<file path="config.mk">
export PLATFORM = sky130hd
export DESIGN_NAME = sram_async_ctrl
export DESIGN_NICKNAME = d
export VERILOG_FILES = /design/src/rtl/sram_ctrl_pkg.sv /design/src/rtl/sram_cycle_gate.sv /design/src/rtl/sram_seq.sv /design/src/rtl/sram_datapath.sv /design/src/rtl/sram_async_ctrl.sv
export SDC_FILE = /design/constraint.sdc
export NUM_CORES = 1
export LEC_CHECK = 0
export BUFFER_PORTS_ARGS = -buffer_cell sky130_fd_sc_hd__buf_2
export CAP_MARGIN = 20
export CORE_UTILIZATION = 52
export CTS_CLUSTER_DIAMETER = 50
export CTS_CLUSTER_SIZE = 12
export DETAILED_ROUTE_END_ITERATION = 12
export GPL_TIMING_DRIVEN = 0
export MAX_ROUTING_LAYER = met4
export PLACE_DENSITY = 0.84
export SLEW_MARGIN = 10
export SYNTH_ARGS = -nofsm -noshare
export SYNTH_HDL_FRONTEND = slang
export SYNTH_SLANG_ARGS = --single-unit
</file>
<file path="constraint.sdc">
create_clock -name clk -period 4.8 [get_ports clk]
set_input_delay 1.44 -clock clk [delete_from_list [all_inputs] [get_ports clk]]
set_output_delay 1.44 -clock clk [all_outputs]
set_load 0.01 [all_outputs]
</file>
<file path="src/rtl/sram_ctrl_pkg.sv">
package sram_ctrl_pkg;

  typedef enum logic [2:0] {
    ST_IDLE,
    ST_RD,
    ST_RREC,
    ST_WSET,
    ST_WPUL,
    ST_WHLD
  } ctrl_st_t;

  // whole clock cycles covering t_ps, never fewer than one
  function automatic int unsigned cyc_ceil(input int unsigned t_ps, input int unsigned clk_ps);
    int unsigned c;
    c = (t_ps + clk_ps - 1) / clk_ps;
    return (c < 1) ? 1 : c;
  endfunction

  function automatic int unsigned umax(input int unsigned a, input int unsigned b);
    return (a > b) ? a : b;
  endfunction

endpackage

</file>
<file path="src/rtl/sram_cycle_gate.sv">
module sram_cycle_gate #(
  parameter int RC_CYC = 3,
  localparam int GW = $clog2(RC_CYC + 1)
) (
  input  logic clk,
  input  logic rst_n,
  input  logic start,
  output logic gate_open
);

  logic [GW-1:0] since_q;

  // cycles elapsed since the last accepting edge, saturating at RC_CYC
  always_ff @(posedge clk) begin
    if (!rst_n)
      since_q <= GW'(RC_CYC);
    else if (start)
      since_q <= GW'(1);
    else if (since_q < GW'(RC_CYC))
      since_q <= since_q + GW'(1);
  end

  assign gate_open = (since_q >= GW'(RC_CYC));

endmodule

</file>
<file path="src/rtl/sram_seq.sv">
module sram_seq
  import sram_ctrl_pkg::*;
#(
  parameter int RD_CYC = 3,
  parameter int WP_CYC = 2,
  parameter int TA_CYC = 2,
  localparam int MAXC = (RD_CYC > WP_CYC) ? ((RD_CYC > TA_CYC) ? RD_CYC : TA_CYC)
                                          : ((WP_CYC > TA_CYC) ? WP_CYC : TA_CYC),
  localparam int CW = $clog2(MAXC + 1)
) (
  input  logic clk,
  input  logic rst_n,
  input  logic start,
  input  logic start_wr,
  input  logic gate_open,
  output logic req_ready,
  output logic capture,
  output logic rsp_valid,
  output logic cs_n,
  output logic we_n,
  output logic oe_n,
  output logic dq_oe
);

  ctrl_st_t st_q, st_d;
  logic [CW-1:0] cnt_q, cnt_d;
  logic last_cyc;

  assign last_cyc  = (cnt_q == '0);
  assign req_ready = (st_q == ST_IDLE) && gate_open;
  assign capture   = (st_q == ST_RD) && last_cyc;

  always_comb begin
    st_d  = st_q;
    cnt_d = cnt_q;
    unique case (st_q)
      ST_IDLE: if (start) begin
        st_d  = start_wr ? ST_WSET : ST_RD;
        cnt_d = start_wr ? '0 : CW'(RD_CYC - 1);
      end
      ST_RD: if (last_cyc) begin
        st_d  = ST_RREC;
        cnt_d = CW'(TA_CYC - 1);
      end else cnt_d = cnt_q - CW'(1);
      ST_RREC: if (last_cyc) st_d = ST_IDLE;
               else cnt_d = cnt_q - CW'(1);
      ST_WSET: begin
        st_d  = ST_WPUL;
        cnt_d = CW'(WP_CYC - 1);
      end
      ST_WPUL: if (last_cyc) st_d = ST_WHLD;
               else cnt_d = cnt_q - CW'(1);
      ST_WHLD: st_d = ST_IDLE;
      default: st_d = ST_IDLE;
    endcase
  end

  // strobes are flops loaded from the decode of the next state
  always_ff @(posedge clk) begin
    if (!rst_n) begin
      st_q      <= ST_IDLE;
      cnt_q     <= '0;
      cs_n      <= 1'b1;
      we_n      <= 1'b1;
      oe_n      <= 1'b1;
      dq_oe     <= 1'b0;
      rsp_valid <= 1'b0;
    end else begin
      st_q      <= st_d;
      cnt_q     <= cnt_d;
      cs_n      <= (st_d == ST_IDLE) || (st_d == ST_RREC);
      we_n      <= (st_d != ST_WPUL);
      oe_n      <= (st_d != ST_RD);
      dq_oe     <= (st_d == ST_WPUL) || (st_d == ST_WHLD);
      rsp_valid <= capture || (st_q == ST_WHLD);
    end
  end

  AST_WE_NEEDS_CS: assert property (@(posedge clk) disable iff (!rst_n) !we_n |-> !cs_n);
  AST_OE_OFF_IN_WRITE: assert property (@(posedge clk) disable iff (!rst_n) !we_n |-> oe_n);
  AST_NO_CONTENTION: assert property (@(posedge clk) disable iff (!rst_n) dq_oe |-> oe_n);
  AST_HOLD_AFTER_WE: assert property (@(posedge clk) disable iff (!rst_n) $rose(we_n) |-> (dq_oe && !cs_n));
  AST_RSP_SINGLE: assert property (@(posedge clk) disable iff (!rst_n) rsp_valid |=> !rsp_valid);
  AST_IDLE_DESELECT: assert property (@(posedge clk) disable iff (!rst_n) req_ready |-> cs_n);

endmodule

</file>
<file path="src/rtl/sram_datapath.sv">
module sram_datapath #(
  parameter int AW = 20,
  parameter int DW = 4
) (
  input  logic          clk,
  input  logic          rst_n,
  input  logic          start,
  input  logic          capture,
  input  logic [AW-1:0] req_addr,
  input  logic [DW-1:0] req_wdata,
  input  logic [DW-1:0] dq_i,
  input  logic          cs_n,
  input  logic          we_n,
  output logic [AW-1:0] addr,
  output logic [DW-1:0] dq_o,
  output logic [DW-1:0] rdata
);

  always_ff @(posedge clk) begin
    if (!rst_n) begin
      addr  <= '0;
      dq_o  <= '0;
      rdata <= '0;
    end else begin
      if (start) begin
        addr <= req_addr;
        dq_o <= req_wdata;
      end
      if (capture)
        rdata <= dq_i;
    end
  end

  AST_ADDR_STEADY: assert property (@(posedge clk) disable iff (!rst_n) (!cs_n && $past(!cs_n)) |-> $stable(addr));
  AST_WDATA_STEADY: assert property (@(posedge clk) disable iff (!rst_n) (!we_n && $past(!we_n)) |-> $stable(dq_o));

endmodule

</file>
<file path="src/rtl/sram_async_ctrl.sv">
module sram_async_ctrl
  import sram_ctrl_pkg::*;
#(
  parameter int ADDR_W  = 20,
  parameter int DATA_W  = 4,
  parameter int CLK_PS  = 4000,
  parameter int T_RC_PS = 10000,
  parameter int T_AA_PS = 10000,
  parameter int T_OE_PS = 5000,
  parameter int T_WP_PS = 8000,
  parameter int T_AW_PS = 8000,
  parameter int T_DW_PS = 6000,
  parameter int T_HZ_PS = 7000
) (
  input  logic              clk,
  input  logic              rst_n,
  input  logic              req_valid,
  output logic              req_ready,
  input  logic              req_write,
  input  logic [ADDR_W-1:0] req_addr,
  input  logic [DATA_W-1:0] req_wdata,
  output logic              rsp_valid,
  output logic [DATA_W-1:0] rsp_rdata,
  output logic [ADDR_W-1:0] sram_addr,
  output logic              sram_cs_n,
  output logic              sram_we_n,
  output logic              sram_oe_n,
  output logic [DATA_W-1:0] sram_dq_o,
  output logic              sram_dq_oe,
  input  logic [DATA_W-1:0] sram_dq_i
);

  localparam int RC_CYC = int'(cyc_ceil(T_RC_PS, CLK_PS));
  localparam int RD_CYC = int'(umax(cyc_ceil(T_AA_PS, CLK_PS), cyc_ceil(T_OE_PS, CLK_PS)));
  // address is already valid during the one setup cycle before the pulse
  localparam int AW_CYC = int'(umax(cyc_ceil(T_AW_PS, CLK_PS) - 1, 1));
  localparam int WP_CYC = int'(umax(umax(cyc_ceil(T_WP_PS, CLK_PS), cyc_ceil(T_DW_PS, CLK_PS)),
                                    AW_CYC));
  localparam int TA_CYC = int'(cyc_ceil(T_HZ_PS, CLK_PS));

  logic start, gate_open, capture;

  assign start = req_valid && req_ready;

  sram_cycle_gate #(.RC_CYC(RC_CYC)) gate_i (
    .clk       (clk),
    .rst_n     (rst_n),
    .start     (start),
    .gate_open (gate_open)
  );

  sram_seq #(.RD_CYC(RD_CYC), .WP_CYC(WP_CYC), .TA_CYC(TA_CYC)) seq_i (
    .clk       (clk),
    .rst_n     (rst_n),
    .start     (start),
    .start_wr  (req_write),
    .gate_open (gate_open),
    .req_ready (req_ready),
    .capture   (capture),
    .rsp_valid (rsp_valid),
    .cs_n      (sram_cs_n),
    .we_n      (sram_we_n),
    .oe_n      (sram_oe_n),
    .dq_oe     (sram_dq_oe)
  );

  sram_datapath #(.AW(ADDR_W), .DW(DATA_W)) dp_i (
    .clk       (clk),
    .rst_n     (rst_n),
    .start     (start),
    .capture   (capture),
    .req_addr  (req_addr),
    .req_wdata (req_wdata),
    .dq_i      (sram_dq_i),
    .cs_n      (sram_cs_n),
    .we_n      (sram_we_n),
    .addr      (sram_addr),
    .dq_o      (sram_dq_o),
    .rdata     (rsp_rdata)
  );

endmodule

</file>
==> run metrics <==
status=completed; Critical Path Fanout Max=6; largest net degree at the start of global routing=13; clock root buffer=clkbuf_4; Mean Syn Cell Area=9.15 um2; layout cell share with drive strength beyond 1=32.3%; Worst-path clk slew=0.12 ns; DPL Wire Length=2.63 mm; First-pass DRT Iterations=4; Worst setup endpoint=req_ready; FP Rows=20; Post-CTS Setup Bufs=0; min-delay worst type=reg2reg; ANT cells=0; CTS max path bufs=2; vias in the first global route=between 1000 and 1500; Worst setup startpoint=gate_i.since_q[0]$_SDFFE_PP1P_; first-pass GRT wire length=between 5 and 6 mm; RePlAce Congestion=roughly 0.83; Least-Margin Pin Slew=around 0.47 ns; final worst-path cycle share=61.5%; EDFF count, synth=0; asr flop ratio synth=0%; share of the synthesized area in the top cell type=46.1%; DP Area=about 0.0021 mm2; mapped cell area=between 0.0015 and 0.002 mm2; YS warnings=0; # IOs=66; critical path type=reg2out; Yosys top cell by area=dfxtp_1; Critical Path Max Stage Delay=0.36 ns; Data arrival, critical path=1.51 ns; worst reg2reg startpoint=gate_i.since_q[0]$_SDFFE_PP1P_; Die Height=59.8 um; CP Launch Type=register; power per cell area=between 500 and 600 mW/mm2; DRC=0; cts repair resizes=0; cell area after layout=0.00218 mm2; ranking of synthesized cells by area=dfxtp_1, nand2_1, a21boi_1; Worst R2R Setup Slack=2.99 ns; worst reg2reg path depth=6; Overflow after GRT=0; worst skew pair latency=~0.35 ns; Core Region=0.00310 mm2; Final #Nets=a little under 300; CP required=3.36 ns; syn_nets=225; CTS tree=done; Period minus WS final=2.95 ns; worst-path cell chain=ha_1, nor4b_4, buf_2; Seq/Total Area, Yosys=46.1%; Total Routing Usage GR=23.0%; hold buffers post-CTS=0; RSZ-0062 raised after global routing=false; worst reg2reg endpoint=dp_i.addr[14]$_SDFFE_PN0P_; pre-CTS setup slack=2.18 ns; # setup viols final=0; Die ar.=0.00358 mm2; starting density of the core=56.0%; Max Cap Viol=0; setup tns final=0 ns; routed vias/inst=5.03; port buffer count=65; Die Span X=59.8 um; #FFs+latches synth=40; commonest non-fill, non-tap cells in the layout=buf_2, nand2_1, dfxtp_1; Final Hold Viols=0; Max VDD drop=298 uV; post-route ant nets=0; Peak Freq=roughly 340 MHz; Area Growth Syn to Fin=25.4%; Core Util, Final=a little over two thirds; clock buffer count from CTS=5; Main synth FF type=dfxtp_1; DRT Wirelength=3.55 mm; Slew HR=68.3%; crit path max-delay cell type=dfxtp_1; commonest non-fill, non-tap cell in the layout=buf_2; Initial DRC Count=38; synthesized instance count=190; Sink Count=40; via count=~1500; Clock Skew=0.00927 ns; # H-tree levels=2; Leakage=0.997 nW; Final Max Tran Viols=0; antenna violations before repair=0; crit path capture type=output pin; Avg WL per Cell=around 12 um; Distinct cells, synth=39; setup slack after layout=1.85 ns
==> critical path, delay by kind of cell, from the launching register on <==
family,cells,cell delay (ns)
and+or+nand+nor,1,0.34
DFF,1,0.36
adders and majority gates,1,0.27
buffers and inverters,1,0.20
==> power by group <==
part           total [W]  internal [W]  switching [W]
clock network   0.000175     0.0000697       0.000105
registers       0.000473      0.000421      0.0000517
logic           0.000579      0.000259       0.000320
==> cells by family (layout without fill, tap and decap cells) <==
logic type      Yosys count  in the layout  synth area share, %
compound gates           42             42                 19.6
simple gates             80             80                 22.0
xor+xnor                  2              2                 1.01
buf+inv                  17             90                 5.76
flops                    40             40                 46.1
mux                       6              6                 3.46
fa+ha+maj                 3              3                 2.16
==> worst min-delay path by stage <==
stage | startpoint | endpoint | slack [ns] | cells past startpoint
3_3_place_gp | dp_i.dq_o[1]$_SDFFE_PN0P_ | dp_i.dq_o[1]$_SDFFE_PN0P_ | 0.44 | 2
2_1_floorplan | seq_i.cnt_q[0]$_SDFFE_PN0P_ | seq_i.cnt_q[0]$_SDFFE_PN0P_ | 0.47 | 2
5_1_grt | dp_i.addr[0]$_SDFFE_PN0P_ | dp_i.addr[0]$_SDFFE_PN0P_ | 0.48 | 2
6_report | dp_i.addr[6]$_SDFFE_PN0P_ | dp_i.addr[6]$_SDFFE_PN0P_ | 0.46 | 2
3_5_place_dp | dp_i.addr[6]$_SDFFE_PN0P_ | dp_i.addr[6]$_SDFFE_PN0P_ | 0.44 | 2
4_1_cts | dp_i.addr[6]$_SDFFE_PN0P_ | dp_i.addr[6]$_SDFFE_PN0P_ | 0.46 | 2
==> state kept, by name (all words and copies together), names as in the netlist <==
name and count:
seq_i.dq_oe 1, dp_i.rdata 4, seq_i.oe_n 1, seq_i.cnt_q 2
seq_i.cs_n 1, dp_i.dq_o 4, seq_i.st_q 3, seq_i.we_n 1
seq_i.rsp_valid 1, dp_i.addr 20, gate_i.since_q 2
==> cells in the mapped netlist (all sizes together), types with 2 or more instances <==
cell type,count
a2111oi,2
a21boi,27
and2,3
buf,7
clkbuf,7
dfxtp,40
ha,3
inv,3
mux2i,6
nand2,56
nand3,3
nor2b,6
nor3b,3
nor4b,2
o211a,2
o21ai,4
==> routing by layer <==
layer	wire length [um]	share of wire, %	up-vias	global-route usage, %
li1	-	-	786	-
met3	211	5.9	6	6.93
met4	56	1.6	0	9.63
met1	1580	45	709	26.7
met5	0	0	-	-
met2	1700	48	43	36.7
==> area by class of cell <==
class                   instances  area [um2]
fillers                       303         923
multi-input cells             133         837
flip-flops and latches         40         801
repair buffers                 65         325
plain buffers                  14        88.8
well taps                      44        55.1
clock buffers                   6        51.3
inverters                       3        11.3
clock inverters                 2        10.0
==> through the flow <==
stage | total power, W | hold slack (ns) | cells
2_1_floorplan | 0.000894 | 0.470 | 190
3_3_place_gp | 0.00105 | 0.437 | 299
3_5_place_dp | 0.00106 | 0.442 | 299
4_1_cts | 0.00124 | 0.459 | 307
5_1_grt | 0.00133 | 0.480 | 307
6_report | 0.00123 | 0.455 | 307
Note: power is estimated with default switching activity, not from simulation.
